`config.mk`:
```
export PLATFORM = sky130hd
export DESIGN_NAME = victim_buffer
export DESIGN_NICKNAME = d
export VERILOG_FILES = /design/src/rtl/vc_pkg.sv /design/src/rtl/vc_match.sv /design/src/rtl/vc_lru.sv /design/src/rtl/vc_pick.sv /design/src/rtl/victim_buffer.sv
export SDC_FILE = /design/constraint.sdc
export NUM_CORES = 1
export LEC_CHECK = 0
export BUFFER_PORTS_ARGS = -buffer_cell sky130_fd_sc_hd__clkbuf_2
export CAP_MARGIN = 20
export CELL_PAD_IN_SITES_DETAIL_PLACEMENT = 2
export CELL_PAD_IN_SITES_GLOBAL_PLACEMENT = 2
export CORE_ASPECT_RATIO = 1.5
export CORE_MARGIN = 2
export CORE_UTILIZATION = 42
export DETAILED_ROUTE_END_ITERATION = 6
export HOLD_SLACK_MARGIN = 0.05
export PLACE_DENSITY_LB_ADDON = 0.2
export RECOVER_POWER = 25
export SETUP_SLACK_MARGIN = 0.2
export SYNTH_ARGS = -nofsm -noshare
export SYNTH_HDL_FRONTEND = slang
export SYNTH_SLANG_ARGS = --single-unit
```
`constraint.sdc`:
```
create_clock -name clk -period 17.89 [get_ports clk]
set_input_delay 3.578 -clock clk [delete_from_list [all_inputs] [get_ports clk]]
set_output_delay 3.578 -clock clk [all_outputs]
set_load 0.005 [all_outputs]
```
`src/rtl/vc_pkg.sv`:
```
package vc_pkg;
  typedef enum logic [1:0] {
    VC_IDLE   = 2'd0,
    VC_LOOKUP = 2'd1,
    VC_INSERT = 2'd2
  } vc_op_e;
endpackage

```
`src/rtl/vc_match.sv`:
```
module vc_match #(
  parameter int ENTRIES = 4,
  parameter int ADDR_W  = 27,
  localparam int IW     = $clog2(ENTRIES)
) (
  input  logic [ADDR_W-1:0]              key,
  input  logic [ENTRIES-1:0]             vld,
  input  logic [ENTRIES-1:0][ADDR_W-1:0] tags,
  output logic                           hit,
  output logic [IW-1:0]                  hit_idx
);
  logic [ENTRIES-1:0] hit_vec;

  generate
    for (genvar g = 0; g < ENTRIES; g++) begin : g_cmp
      assign hit_vec[g] = vld[g] && (tags[g] == key);
    end
  endgenerate

  assign hit = |hit_vec;

  always_comb begin
    hit_idx = '0;
    for (int i = 0; i < ENTRIES; i++) begin
      if (hit_vec[i]) hit_idx = hit_idx | IW'(i);
    end
  end
endmodule

```
`src/rtl/vc_lru.sv`:
```
module vc_lru #(
  parameter int ENTRIES = 4,
  localparam int IW     = $clog2(ENTRIES)
) (
  input  logic               clk,
  input  logic               rst_n,
  input  logic               touch_en,
  input  logic [IW-1:0]      touch_idx,
  output logic [ENTRIES-1:0] lru_oh
);
  logic [ENTRIES-1:0][IW-1:0] age_q, age_d;
  logic [IW-1:0]              ref_age;

  assign ref_age = age_q[touch_idx];

  always_comb begin
    age_d = age_q;
    if (touch_en) begin
      for (int i = 0; i < ENTRIES; i++) begin
        if (IW'(i) == touch_idx)    age_d[i] = '0;
        else if (age_q[i] < ref_age) age_d[i] = age_q[i] + 1'b1;
      end
    end
  end

  generate
    for (genvar g = 0; g < ENTRIES; g++) begin : g_age
      always_ff @(posedge clk or negedge rst_n) begin
        if (!rst_n)        age_q[g] <= IW'(g);
        else if (touch_en) age_q[g] <= age_d[g];
      end
      assign lru_oh[g] = (age_q[g] == IW'(ENTRIES - 1));
    end
  endgenerate
endmodule

```
`src/rtl/vc_pick.sv`:
```
module vc_pick #(
  parameter int ENTRIES = 4,
  localparam int IW     = $clog2(ENTRIES)
) (
  input  logic [ENTRIES-1:0] vld,
  input  logic [ENTRIES-1:0] lru_oh,
  output logic [IW-1:0]      slot
);
  logic [IW-1:0] free_idx;
  logic [IW-1:0] lru_idx;
  logic          any_free;

  always_comb begin
    free_idx = '0;
    any_free = 1'b0;
    for (int i = ENTRIES - 1; i >= 0; i--) begin
      if (!vld[i]) begin
        free_idx = IW'(i);
        any_free = 1'b1;
      end
    end
  end

  always_comb begin
    lru_idx = '0;
    for (int i = 0; i < ENTRIES; i++) begin
      if (lru_oh[i]) lru_idx = lru_idx | IW'(i);
    end
  end

  assign slot = any_free ? free_idx : lru_idx;
endmodule

```
`src/rtl/victim_buffer.sv`:
```
module victim_buffer #(
  parameter int ENTRIES = 4,
  parameter int ADDR_W  = 27,
  parameter int DATA_W  = 64
) (
  input  logic              clk,
  input  logic              rst_n,
  input  logic              ins_valid,
  input  logic [ADDR_W-1:0] ins_addr,
  input  logic [DATA_W-1:0] ins_data,
  input  logic              ins_dirty,
  input  logic              req_valid,
  input  logic [ADDR_W-1:0] req_addr,
  input  logic              disp_valid,
  input  logic [ADDR_W-1:0] disp_addr,
  input  logic [DATA_W-1:0] disp_data,
  input  logic              disp_dirty,
  output logic              rsp_valid,
  output logic              rsp_hit,
  output logic [DATA_W-1:0] rsp_data,
  output logic              rsp_dirty,
  output logic              wb_valid,
  output logic [ADDR_W-1:0] wb_addr,
  output logic [DATA_W-1:0] wb_data
);
  import vc_pkg::*;

  localparam int IW = $clog2(ENTRIES);

  logic [ENTRIES-1:0]             vld_q, vld_d;
  logic [ENTRIES-1:0]             dty_q, dty_d;
  logic [ENTRIES-1:0][ADDR_W-1:0] tag_q, tag_d;
  logic [ENTRIES-1:0][DATA_W-1:0] dat_q, dat_d;
  logic [ENTRIES-1:0]             ent_we;

  logic              rsp_valid_d, rsp_hit_d, rsp_dirty_d;
  logic [DATA_W-1:0] rsp_data_d;
  logic              wb_valid_d;
  logic [ADDR_W-1:0] wb_addr_d;
  logic [DATA_W-1:0] wb_data_d;

  vc_op_e        op;
  logic          lk_hit, in_hit;
  logic [IW-1:0] lk_idx, in_idx, vic_idx, ins_slot;
  logic          touch_en;
  logic [IW-1:0] touch_idx;
  logic [ENTRIES-1:0] lru_oh;

  always_comb begin
    if (req_valid)      op = VC_LOOKUP;
    else if (ins_valid) op = VC_INSERT;
    else                op = VC_IDLE;
  end

  vc_match #(.ENTRIES(ENTRIES), .ADDR_W(ADDR_W)) u_lk_match (
    .key(req_addr), .vld(vld_q), .tags(tag_q), .hit(lk_hit), .hit_idx(lk_idx)
  );

  vc_match #(.ENTRIES(ENTRIES), .ADDR_W(ADDR_W)) u_in_match (
    .key(ins_addr), .vld(vld_q), .tags(tag_q), .hit(in_hit), .hit_idx(in_idx)
  );

  vc_pick #(.ENTRIES(ENTRIES)) u_pick (
    .vld(vld_q), .lru_oh(lru_oh), .slot(vic_idx)
  );

  vc_lru #(.ENTRIES(ENTRIES)) u_lru (
    .clk(clk), .rst_n(rst_n), .touch_en(touch_en), .touch_idx(touch_idx),
    .lru_oh(lru_oh)
  );

  assign ins_slot = in_hit ? in_idx : vic_idx;

  // Next-state decision for entries, recency and outputs.
  always_comb begin
    vld_d       = vld_q;
    dty_d       = dty_q;
    tag_d       = tag_q;
    dat_d       = dat_q;
    ent_we      = '0;
    touch_en    = 1'b0;
    touch_idx   = '0;
    rsp_valid_d = 1'b0;
    rsp_hit_d   = 1'b0;
    rsp_data_d  = '0;
    rsp_dirty_d = 1'b0;
    wb_valid_d  = 1'b0;
    wb_addr_d   = '0;
    wb_data_d   = '0;
    unique case (op)
      VC_LOOKUP: begin
        rsp_valid_d = 1'b1;
        if (lk_hit) begin
          rsp_hit_d        = 1'b1;
          rsp_data_d       = dat_q[lk_idx];
          rsp_dirty_d      = dty_q[lk_idx];
          ent_we[lk_idx]   = 1'b1;
          vld_d[lk_idx]    = disp_valid;
          tag_d[lk_idx]    = disp_addr;
          dat_d[lk_idx]    = disp_data;
          dty_d[lk_idx]    = disp_valid & disp_dirty;
          touch_en         = 1'b1;
          touch_idx        = lk_idx;
        end
      end
      VC_INSERT: begin
        wb_valid_d       = !in_hit && vld_q[ins_slot] && dty_q[ins_slot];
        wb_addr_d        = tag_q[ins_slot];
        wb_data_d        = dat_q[ins_slot];
        ent_we[ins_slot] = 1'b1;
        vld_d[ins_slot]  = 1'b1;
        tag_d[ins_slot]  = ins_addr;
        dat_d[ins_slot]  = ins_data;
        dty_d[ins_slot]  = ins_dirty | (in_hit & dty_q[ins_slot]);
        touch_en         = 1'b1;
        touch_idx        = ins_slot;
      end
      default: ;
    endcase
  end

  generate
    for (genvar g = 0; g < ENTRIES; g++) begin : g_ent
      always_ff @(posedge clk or negedge rst_n) begin
        if (!rst_n) begin
          vld_q[g] <= 1'b0;
          dty_q[g] <= 1'b0;
        end else if (ent_we[g]) begin
          vld_q[g] <= vld_d[g];
          dty_q[g] <= dty_d[g];
        end
      end
      always_ff @(posedge clk) begin
        if (ent_we[g]) begin
          tag_q[g] <= tag_d[g];
          dat_q[g] <= dat_d[g];
        end
      end
    end
  endgenerate

  always_ff @(posedge clk or negedge rst_n) begin
    if (!rst_n) begin
      rsp_valid <= 1'b0;
      rsp_hit   <= 1'b0;
      rsp_data  <= '0;
      rsp_dirty <= 1'b0;
      wb_valid  <= 1'b0;
      wb_addr   <= '0;
      wb_data   <= '0;
    end else begin
      rsp_valid <= rsp_valid_d;
      rsp_hit   <= rsp_hit_d;
      rsp_data  <= rsp_data_d;
      rsp_dirty <= rsp_dirty_d;
      wb_valid  <= wb_valid_d;
      wb_addr   <= wb_addr_d;
      wb_data   <= wb_data_d;
    end
  end
endmodule

```
==> results of run 1 <==
-- per-layer routing --
metal	share of wire	vias to the layer above
li1	-	8725
met2	0.54	1020
met3	0.062	252
met5	0.00064	-
met4	0.054	12
met1	0.35	11200
-- worst reg2reg max path: stages (launching register included) --
cell,delay (ns)
edfxtp_1,0.52
xor2_1,0.28
nor4_1,0.53
nand3_1,0.20
nor2b_2,0.70
nor3_1,0.23
a21oi_4,0.17
buf_4,0.72
nor2_1,0.37
nor2_4,0.78
buf_4,0.78
-- state kept, by name, indices dropped and copies added (netlist names) --
signal and flops:
rsp_dirty 1, wb_data 64, wb_addr 27, rsp_valid 1
wb_valid 1, dty_q 4, rsp_hit 1, vld_q 4
dat_q 256, u_lru.age_q 8, tag_q 108, rsp_data 64
-- per-stage QoR --
stage | cell area, sq um | hold slack, ns | total power, mW | utilization | worst slack [ns]
global placement | 28300 | 0.505 | 3.20 | 0.464 | 8.49
floorplan | 25800 | 0.479 | 2.56 | - | 8.14
global route | 29900 | 0.562 | 4.54 | 0.491 | 7.80
CTS | 30000 | 0.533 | 4.42 | 0.493 | 9.59
detailed placement | 28300 | 0.512 | 3.26 | 0.464 | 8.90
finish | 29900 | 0.540 | 4.41 | 0.491 | 8.70
-- synth_stat cells (2+ instances only) --
cell / number
a211o_1: 2
a21boi_1: 2
a21oi_1: 25
a221oi_1: 29
a22o_1: 391
a311oi_1: 2
and2_1: 2
and3_1: 4
and4_1: 2
buf_1: 10
buf_2: 16
buf_4: 2
buf_6: 14
clkbuf_1: 161
dfrtp_1: 171
dfstp_2: 4
edfxtp_1: 364
ha_1: 3
inv_1: 8
nand2_1: 62
nand2b_1: 7
nand3_1: 10
nand4_1: 41
nor2_1: 160
nor2b_1: 6
nor3_1: 6
nor4_1: 29
nor4b_2: 2
o21ai_0: 24
o21ai_1: 2
o221a_2: 4
o221ai_1: 119
o22a_1: 2
o22ai_1: 128
or2_2: 2
xnor2_1: 129
xnor2_2: 3
xor2_1: 84
-- cell usage in the layout, fill, tap and decap left out, types with 5 or more instances in the layout --
cell type	n
a21oi_1	23
a22o_1	391
nor3_1	6
o221ai_1	119
nor4_1	29
buf_4	32
clkinv_2	12
clkbuf_16	54
xnor2_1	129
nand2_1	60
xor2_1	84
nand2b_1	7
dfrtp_1	171
a221oi_1	29
clkinv_1	8
o21ai_0	24
nor2_1	152
nand3_4	5
clkbuf_2	259
edfxtp_1	364
diode_2	14
clkbuf_1	122
clkbuf_8	8
inv_1	7
nand4_1	41
o22ai_1	128
nor2_4	8
-- worst paths after layout --
path / from / to / slack (ns) / cells after the start
setup / recovery: rst_n / rsp_data[27] / 8.70 / 2
hold / removal: dat_q[244] / rsp_data[52] / 0.54 / 2
setup reg to reg: tag_q[31] / dat_q[21] / 12.18 / 10
hold reg to reg: dat_q[244] / rsp_data[52] / 0.54 / 2
max in group clk: ins_addr[5] / tag_q[33] / 9.66 / 10
min in group asynchronous: rst_n / rsp_data[49] / 3.92 / 1
-- area by class of cell --
cell class / count / area share
Clock buffer: 71 / 0.0500
Antenna cell: 14 / 0.00117
Clock inverter: 28 / 0.00878
Tap cell: 791 / 0.0331
Inverter: 9 / 0.00130
Multi-Input combinational cell: 1305 / 0.327
Timing Repair Buffer: 410 / 0.0667
Sequential cell: 539 / 0.512
-- power groups by stage --
stage	Sequential, mW	Combinational [mW]	Clock, mW
floorplan	1.73	0.828	0
global placement	1.76	1.45	0
detailed placement	1.78	1.48	0
CTS	1.75	1.50	1.17
global route	1.77	1.55	1.21
finish	1.76	1.49	1.16
-- logic make-up after synthesis --
logic type                 after synthesis
and+or+nand+nor                        341
adders and majority gates                3
buffers and inverters                  212
xor gates and xnor gates               216
DFF                                    539
AOI/OAI and AO/OA                      745
==> impl_metrics.py, run 1 <==
metrics = {
    "cells_and_area": {
        "nets": 2537,
        "layout-drive-gt1-share": 0.182,
        "final_cells": 3167,
        "regArea_sq_mm": 0.0153,
        "fill_cells": 6051,
        "area_growth_syn_to_layout_pct": 15.8,
        "multi_input_area_sq_mm": 0.00978,
    },
    "floorplanning": {
        "coreArea_sq_mm": 0.0610,
        "dieArea_sq_mm": 0.0635,
        "rows": 111,
        "boundaryPins": 375,
        "die_y_um": 308,
        "fp.dieW_um": 206,
        "start_util": 0.424,
    },
    "status": {
        "violations": "max-capacitance violations, max-slew violations",
        "status": "finished with violations",
    },
    "clock_network": {
        "root_buffer": "clkbuf_16",
        "clock-sinks": 539,
        "cts_tree": "built",
        "cts_setup_buffers": 0,
        "clkTransAtPathRegs_ns": 0.06,
        "htree_levels": 2,
        "insertion_delay_ns": 0.65,
        "cts_buffers": 53,
        "cts_hold_buf": 0,
        "cts_buffer_depth": 3,
        "cts_resized": 0,
    },
    "synthesis": {
        "synth-edff-count": 364,
        "synthXorXnorAreaFrac": 0.0741,
        "ys_seq_elements": 539,
        "synth_area_leaders": "edfxtp_1 42%, dfrtp_1 17%, a22o_1 13%",
        "yosys_warnings": 0,
        "synth-main-ff-cell": "edfxtp_1",
        "syn_nets": 2275,
        "yosysTopAreaCell": "edfxtp_1",
        "synthArstFlopShare": 0.325,
        "ys_types": 62,
        "synth.area.mux_share": 0,
        "synth_top_family_by_area": "compound AO/OA/AOI/OAI gates",
        "avgSynthCellArea_sq_um": 12.6,
        "yosysTopAreaCellShare": 0.423,
        "synth_fa_ha_area_frac": 0.00145,
        "netlist_area_sq_mm": 0.0258,
        "synth-simple-area-share": 0.0620,
        "synthCells": 2056,
        "synth_compound_area_frac": 0.234,
        "yosysSeqAreaShare": 0.593,
    },
    "routing": {
        "drc_errors": 0,
        "vias": 21200,
        "wirelength_um": 118000,
        "vias_per_cell": 6.71,
        "wire_per_inst_um": 37.2,
        "final_antenna_net_count": 0,
        "drt_iter0_markers": 1666,
        "first_pass_iters": 5,
    },
    "timing": {
        "grt_setup_unrepaired": "no",
        "setup_viol": 0,
        "timing.final.crit_share": 0.514,
        "relSlewSlack": -1.88,
        "finalWorstPathRequiredPeriod_ns": 9.19,
        "setup_tns_ns": 0,
        "slew_violations": 180,
        "final-hold-violation-count": 0,
        "fin_skew_ns": 0.0272,
        "max_freq_mhz": 109,
        "tightest_slew_ns": 4.32,
    },
    "critical_path": {
        "critPathKind": "input pin to asynchronous set/reset pin",
        "critPathMostFrequentCell": "clkbuf_1",
        "end_kind": "asynchronous set/reset pin",
        "required_ns": 17.62,
        "cp.arrival_ns": 8.93,
        "cp_num_buf_inv": 2,
        "critPathLaunchType": "input pin",
        "slowest_stage": "clkbuf_1",
        "crit_family": "buffers and inverters",
        "max_stage_delay_ns": 3.15,
        "crit_path_max_fanout": 65,
        "crit_chain": "clkbuf_1, clkbuf_1",
    },
    "grt": {
        "grtUsageMet1": 0.407,
        "grt_pass1_wl_um": 167000,
        "use_met2": 0.677,
        "met3_usage": 0.0574,
        "grt_max_degree": 70,
        "overflow": 0,
        "grt_busiest_layer": "met2",
        "grt_use_total": 0.369,
        "antenna_found_initial": 20,
        "first_global_vias": 23000,
    },
    "place": {
        "dpl.hpwl_um": 77000,
        "gp_congestion": 1.00,
        "portBuffers": 374,
        "dp.cells": 3053,
    },
    "power_and_ir_drop": {
        "power_density_mw_per_mm2": 147,
        "power_switching_share": 0.387,
        "peakVddDrop_mv": 0.141,
        "p_switching_mw": 1.71,
        "p_int_mw": 2.70,
        "power_leakage_nw": 11.4,
        "power.share.clock": 0.264,
        "comb_power_share": 0.337,
        "sequentialPowerShare": 0.399,
    },
    "min_path": {
        "min_path_type": "flop to flop",
    },
    "run": {
        "maxCapViolCount": 3,
    },
}
(Power assumes the default switching activity.)
==> run 2, diff against run 1 <==
--- a/config.mk
+++ b/config.mk
@@ -5,13 +5,14 @@
 export SDC_FILE = /design/constraint.sdc
 export NUM_CORES = 1
 export LEC_CHECK = 0
+export ABC_AREA = 1
 export BUFFER_PORTS_ARGS = -buffer_cell sky130_fd_sc_hd__clkbuf_2
 export CAP_MARGIN = 20
 export CELL_PAD_IN_SITES_DETAIL_PLACEMENT = 2
 export CELL_PAD_IN_SITES_GLOBAL_PLACEMENT = 2
 export CORE_ASPECT_RATIO = 1.5
 export CORE_MARGIN = 2
-export CORE_UTILIZATION = 42
+export CORE_UTILIZATION = 32
 export DETAILED_ROUTE_END_ITERATION = 6
 export HOLD_SLACK_MARGIN = 0.05
 export PLACE_DENSITY_LB_ADDON = 0.2
==> constraint.sdc (replaced) <==
create_clock -name clk -period 7.4 [get_ports clk]
set_input_delay 1.48 -clock clk [delete_from_list [all_inputs] [get_ports clk]]
set_output_delay 1.48 -clock clk [all_outputs]
set_load 0.005 [all_outputs]
==> run 2 against run 1 <==
Net effect:
- the run still ends with max-capacitance violations, max-slew violations left
- flip-flop and latch count is the same
- synthesized cell count up 49%
- worst setup slack worse by 7.0 ns
- die area is 40% higher
- critical path depth rose by 13
- clock power increased to 2.6 times the previous value
- cell area grew 8.4%
- wire length is 39% higher
- power is 140% higher
- count of clock-buffer cells in the layout decreased by 3
- utilization down 11 points
- synthesized area up 6.9%
- critical endpoint is now tag_q[6]
- largest power group unchanged
==> impl_metrics.py, run 2 <==
metrics = {
    "synthesis": {
        "synth-main-ff-cell": "edfxtp_1",
        "ys_types": 43,
        "syn_nets": 3289,
        "yosysTopAreaCell": "edfxtp_1",
        "synthArstFlopShare": 0.325,
        "netlist_area_sq_mm": 0.0276,
        "yosysSeqAreaShare": 0.555,
        "avgSynthCellArea_sq_um": 8.99,
        "yosysTopAreaCellShare": 0.396,
        "synthCells": 3070,
        "ys_seq_elements": 539,
        "synth_commonest_cells": "673 x nand2_1, 502 x o22ai_1, 364 x edfxtp_1",
        "synth_most_common_cell": "nand2_1",
        "synth-edff-count": 364,
        "yosys_warnings": 0,
        "synth_area_leaders": "edfxtp_1 40%, dfrtp_1 15%, o22ai_1 11%",
    },
    "timing": {
        "finalWorstPathRequiredPeriod_ns": 5.73,
        "timing.final.crit_share": 0.774,
        "slew_violations": 51,
        "setup_tns_ns": 0,
        "final-hold-violation-count": 0,
        "grt_setup_unrepaired": "no",
        "tightest_slew_ns": 3.76,
        "fin_skew_ns": 0.0409,
        "relSlewSlack": -1.51,
        "max_freq_mhz": 175,
        "setup_viol": 0,
    },
    "floorplanning": {
        "boundaryPins": 375,
        "coreArea_sq_mm": 0.0859,
        "start_util": 0.322,
        "rows": 132,
        "dieArea_sq_mm": 0.0887,
        "fp.dieW_um": 244,
        "die_y_um": 364,
    },
    "grt": {
        "grt_use_total": 0.362,
        "first_global_vias": 29600,
        "grt_max_degree": 126,
        "antenna_found_initial": 8,
        "grt_pass1_wl_um": 227000,
        "overflow": 0,
    },
    "critical_path": {
        "crit_start": "req_addr[3]",
        "critPathKind": "input pin to flop",
        "r2r_cells": 14,
        "r2r_setup_slack_ns": 2.16,
        "required_ns": 7.65,
        "r2r_start": "tag_q[84]",
        "end_kind": "flop",
        "crit_path_max_fanout": 26,
        "critPathLaunchType": "input pin",
        "rr_endpoint": "tag_q[6]",
        "crit_end": "tag_q[6]",
        "cp.arrival_ns": 5.98,
    },
    "min_path": {
        "hold_depth": 2,
        "min_path_type": "flop to flop",
        "hp-start": "u_lru.age_q[6]",
    },
    "routing": {
        "drt_iter0_markers": 2454,
        "first_pass_iters": 5,
        "vias_per_cell": 5.96,
        "vias": 27100,
        "final_antenna_net_count": 0,
        "wire_per_inst_um": 36.0,
        "drc_errors": 0,
        "wirelength_um": 164000,
    },
    "cells_and_area": {
        "nets": 3585,
        "reg.largest.list": "dat_q: 256 flops, tag_q: 108 flops",
        "final_util": 0.378,
        "mostFrequentLayoutCells": "667 x nand2_1, 502 x o22ai_1, 364 x edfxtp_1, 267 x clkbuf_2, 243 x nor2_1",
        "final_cells": 4553,
        "fill_cells": 9595,
        "layout-drive-gt1-share": 0.141,
        "final_common_cell": "nand2_1",
        "area_growth_syn_to_layout_pct": 17.4,
        "largest_register_ffs": 256,
        "largest_register": "dat_q",
    },
    "power_and_ir_drop": {
        "power_density_mw_per_mm2": 332,
        "peakVddDrop_mv": 0.308,
        "power_mw": 10.8,
        "power_leakage_nw": 13.3,
    },
    "clock_network": {
        "cts_buffers": 54,
        "clock-sinks": 539,
        "cts_tree": "built",
        "cts_hold_buf": 0,
        "cts_setup_buffers": 0,
        "cts_buffer_depth": 3,
        "root_buffer": "clkbuf_16",
        "cts_resized": 0,
        "insertion_delay_ns": 0.65,
        "htree_levels": 2,
        "clkTransAtPathRegs_ns": 0.06,
    },
    "run": {
        "maxCapViolCount": 1,
    },
    "status": {
        "status": "finished with violations",
        "violations": "max-capacitance violations, max-slew violations",
    },
    "place": {
        "dp.cells": 4449,
        "gp_congestion": 1.03,
        "dpl.hpwl_um": 118000,
        "portBuffers": 374,
    },
}
==> run 2: final cells by class <==
| type | count | area, sq um | share of cell area |
|---|---|---|---|
| sequential | 539 | 15300 | 0.472 |
| multi-input combinational | 2073 | 10500 | 0.325 |
| timing repair buffer | 419 | 2180 | 0.0671 |
| clock buffer | 68 | 1510 | 0.0465 |
| tap | 1139 | 1430 | 0.0439 |
| inverter | 279 | 1060 | 0.0327 |
| clock inverter | 34 | 395 | 0.0122 |
| antenna | 2 | 5.00 | 0.000154 |
==> run 2: metal layers <==
layer  wire length (um)  vias up  share of wire  track usage
met2              84600     1140           0.52        0.658
met3               9100      322          0.056       0.0534
met1              58400    14100           0.36        0.395
met4              11800       10          0.072        0.222
met5                 64        -        0.00039            0
li1                   -    11600              -            -
==> run 2: cell families (layout without fill, tap and decap cells) <==
logic type      count (synthesis)  in the layout  synth area share
compound gates                742            742             0.163
xor+xnor                       56             56            0.0178
fa+ha+maj                       3              3           0.00136
buf+inv                       458            800            0.0666
flops                         539            539             0.555
other cells                     0              2                 0
simple gates                 1272           1272             0.197
==> run 2: worst min path at each step <==
stage / endpoint
final: u_lru.age_q[6]
after global routing: u_lru.age_q[6]
after global placement: u_lru.age_q[6]
after CTS: u_lru.age_q[6]
after floorplan: u_lru.age_q[2]
after detailed placement: u_lru.age_q[2]
==> run 2: stage by stage <==
stage	area, sq um	hold slack (ns)	setup WS, ns
after floorplan	27600	0.459	1.64
after CTS	32600	0.507	1.58
after global placement	30700	0.470	1.03
after global routing	32400	0.521	1.56
after detailed placement	30700	0.496	0.963
final	32400	0.497	1.67
==> run 2: power breakdown <==
| part | switching (mW) | internal (mW) | total (mW) |
|---|---|---|---|
| sequential | 0.393 | 3.79 | 4.19 |
| combinational | 2.67 | 0.904 | 3.58 |
| clock | 1.32 | 1.70 | 3.02 |
| total | 4.38 | 6.40 | 10.8 |
==> run 2: critical path, cell delays in order <==
cell and delay [ns]:
clkbuf_2 0.16, xnor2_1 0.81, nand2_1 0.32, nor2_1 0.28
nand3_1 0.12, nor2_1 0.45, nor2_1 0.26, nand2_4 0.33
inv_1 0.16, o21ai_1 0.17, nand2_4 0.31, inv_1 0.22
nand2_1 0.14, nand2_4 0.20, buf_4 0.49
==> run 3, diff against run 2 <==
--- a/config.mk
+++ b/config.mk
@@ -12,7 +12,7 @@
 export CELL_PAD_IN_SITES_GLOBAL_PLACEMENT = 2
 export CORE_ASPECT_RATIO = 1.5
 export CORE_MARGIN = 2
-export CORE_UTILIZATION = 32
+export CORE_UTILIZATION = 36
 export DETAILED_ROUTE_END_ITERATION = 6
 export HOLD_SLACK_MARGIN = 0.05
 export PLACE_DENSITY_LB_ADDON = 0.2
==> constraint.sdc (replaced) <==
create_clock -name clk -period 5.75 [get_ports clk]
set_input_delay 1.15 -clock clk [delete_from_list [all_inputs] [get_ports clk]]
set_output_delay 1.15 -clock clk [all_outputs]
set_load 0.005 [all_outputs]
==> run 3 against run 2 <==
Net effect:
- the flow still finishes with violations (max-capacitance violations, max-slew violations)
- global-route usage grew 5.0 points
- hold slack worse by 0.0041 ns
- die area decreased by 11%
- final cell count shrank 2.5%
- cell area is essentially flat
==> impl_metrics.py, run 3 (synthesis gave the netlist of run 2 again) <==
metrics = {
    "timing": {
        "timing.final.crit_share": 0.805,
        "slew_violations": 90,
        "setup_ws_ns": 1.12,
        "fin_skew_ns": 0.0655,
        "final-hold-violation-count": 0,
        "setup_viol": 0,
        "setup_tns_ns": 0,
        "grt_setup_unrepaired": "no",
        "tightest_slew_ns": 3.21,
        "max_freq_mhz": 216,
        "finalWorstPathRequiredPeriod_ns": 4.63,
        "relSlewSlack": -1.14,
    },
    "grt": {
        "first_global_vias": 30800,
        "overflow": 0,
        "antenna_found_initial": 10,
        "grt_use_total": 0.412,
        "grt_max_degree": 157,
        "grt_pass1_wl_um": 232000,
    },
    "power_and_ir_drop": {
        "p_int_mw": 8.01,
        "peakVddDrop_mv": 0.329,
        "power_switching_share": 0.416,
        "power_leakage_nw": 13.3,
        "comb_power_share": 0.347,
        "p_switching_mw": 5.71,
        "power_density_mw_per_mm2": 424,
        "sequentialPowerShare": 0.392,
        "power.share.clock": 0.262,
    },
    "critical_path": {
        "critPathLaunchType": "input pin",
        "rr_endpoint": "u_lru.age_q[5]",
        "r2r_setup_slack_ns": 1.28,
        "critPathKind": "input pin to flop",
        "crit_path_max_fanout": 66,
        "required_ns": 6.36,
        "r2r_start": "tag_q[41]",
        "end_kind": "flop",
        "r2r_cells": 16,
        "cp.arrival_ns": 5.24,
    },
    "clock_network": {
        "htree_levels": 2,
        "cts_hold_buf": 0,
        "cts_resized": 0,
        "clkTransAtPathRegs_ns": 0.07,
        "cts_buffer_depth": 3,
        "insertion_delay_ns": 0.68,
        "cts_tree": "built",
        "cts_setup_buffers": 0,
        "cts_buffers": 53,
        "clock-sinks": 539,
        "root_buffer": "clkbuf_16",
    },
    "routing": {
        "wire_per_inst_um": 37.2,
        "vias_per_cell": 6.30,
        "first_pass_iters": 7,
        "drt_iter0_markers": 2613,
        "final_antenna_net_count": 0,
        "drc_errors": 0,
        "wirelength_um": 165000,
        "vias": 28000,
    },
    "min_path": {
        "hold_depth": 2,
        "min_path_type": "flop to flop",
        "hold_path_end": "u_lru.age_q[2]",
        "hp-start": "u_lru.age_q[2]",
    },
    "floorplanning": {
        "start_util": 0.363,
        "boundaryPins": 375,
        "dieArea_sq_mm": 0.0790,
        "rows": 124,
        "die_y_um": 343,
        "fp.dieW_um": 230,
        "coreArea_sq_mm": 0.0760,
    },
    "place": {
        "portBuffers": 374,
        "dpl.hpwl_um": 117000,
        "dp_slack_ns": 0.590,
        "gp_congestion": 1.05,
    },
    "status": {
        "status": "finished with violations",
        "violations": "max-capacitance violations, max-slew violations",
    },
    "cells_and_area": {
        "reg.largest.list": "dat_q: 256 flops, tag_q: 108 flops",
        "final_util": 0.426,
        "final_common_cell": "nand2_1",
        "layout-drive-gt1-share": 0.140,
        "area_growth_syn_to_layout_pct": 17.3,
        "largest_register": "dat_q",
        "mostFrequentLayoutCells": "667 x nand2_1, 502 x o22ai_1, 364 x edfxtp_1, 259 x clkbuf_2, 243 x nor2_1",
        "nets": 3605,
        "largest_register_ffs": 256,
    },
    "run": {
        "maxCapViolCount": 1,
    },
}
run 3: changes by cell type in the layout (fill, tap and decap cells not counted), moves of 5 or more:
cell       change
buf_4          +6
buf_12        +15
clkinv_2       -5
clkbuf_2       -8
bufinv_16      -5
clkbuf_1      +16
run 3: worst max path at each step:
stage                       from             end  slack, ns
finish              req_addr[14]  u_lru.age_q[5]       1.12
global route        req_addr[14]  u_lru.age_q[5]       0.86
CTS                 req_addr[14]  u_lru.age_q[5]       1.28
detailed placement  req_addr[14]  u_lru.age_q[7]       0.59
global placement     ins_addr[5]     wb_addr[22]       0.77
floorplan           ins_addr[20]  u_lru.age_q[4]       0.32
run 3: cell type report:
class / count / area (sq um)
well taps: 1008 / 1260
clock buffers: 78 / 1500
multi-input cells: 2073 / 10500
repair buffers: 440 / 2510
fillers: 8377 / 43600
inverters: 279 / 1060
diodes: 3 / 7.51
clock inverters: 21 / 205
flip-flops and latches: 539 / 15300
run 3: power groups by stage:
stage          combinational (mW)  clock [mW]  sequential (mW)
2_1_floorplan                2.38           0             5.24
3_3_place_gp                 4.50           0             5.37
3_5_place_dp                 4.65           0             5.42
4_1_cts                      4.72        3.61             5.36
5_1_grt                      4.92        3.73             5.41
6_report                     4.76        3.59             5.37
run 3: stage by stage:
stage	hold slack [ns]	area [sq um]	cells	power [mW]
floorplan	0.459	27600	3070	7.61
global placement	0.497	30800	4339	9.87
detailed placement	0.485	30800	4339	10.1
CTS	0.495	32500	4438	13.7
global route	0.532	32400	4438	14.1
finish	0.493	32400	4441	13.7
run 3: routing by layer:
metal / global-route usage / wire length, um / up-vias
met5: 0 / 89 / -
met4: 0.280 / 13700 / 12
met3: 0.0661 / 10900 / 486
met2: 0.735 / 83900 / 1572
met1: 0.448 / 56600 / 14300
li1: - / - / 11600
run 3: worst max-delay path, cell delays in order:
cell	delay, ns
clkbuf_2	0.13
inv_1	0.12
o21ai_0	0.71
nor3_1	0.14
nand2_1	0.10
nor2_1	0.04
nand2_1	0.15
inv_1	0.10
nor2_1	0.37
nand2_4	0.10
inv_1	0.13
o21ai_1	0.12
nand2_4	0.08
buf_4	0.79
nand2_1	0.54
nand2_1	0.25
nand2_1	0.09
nand2_1	0.08
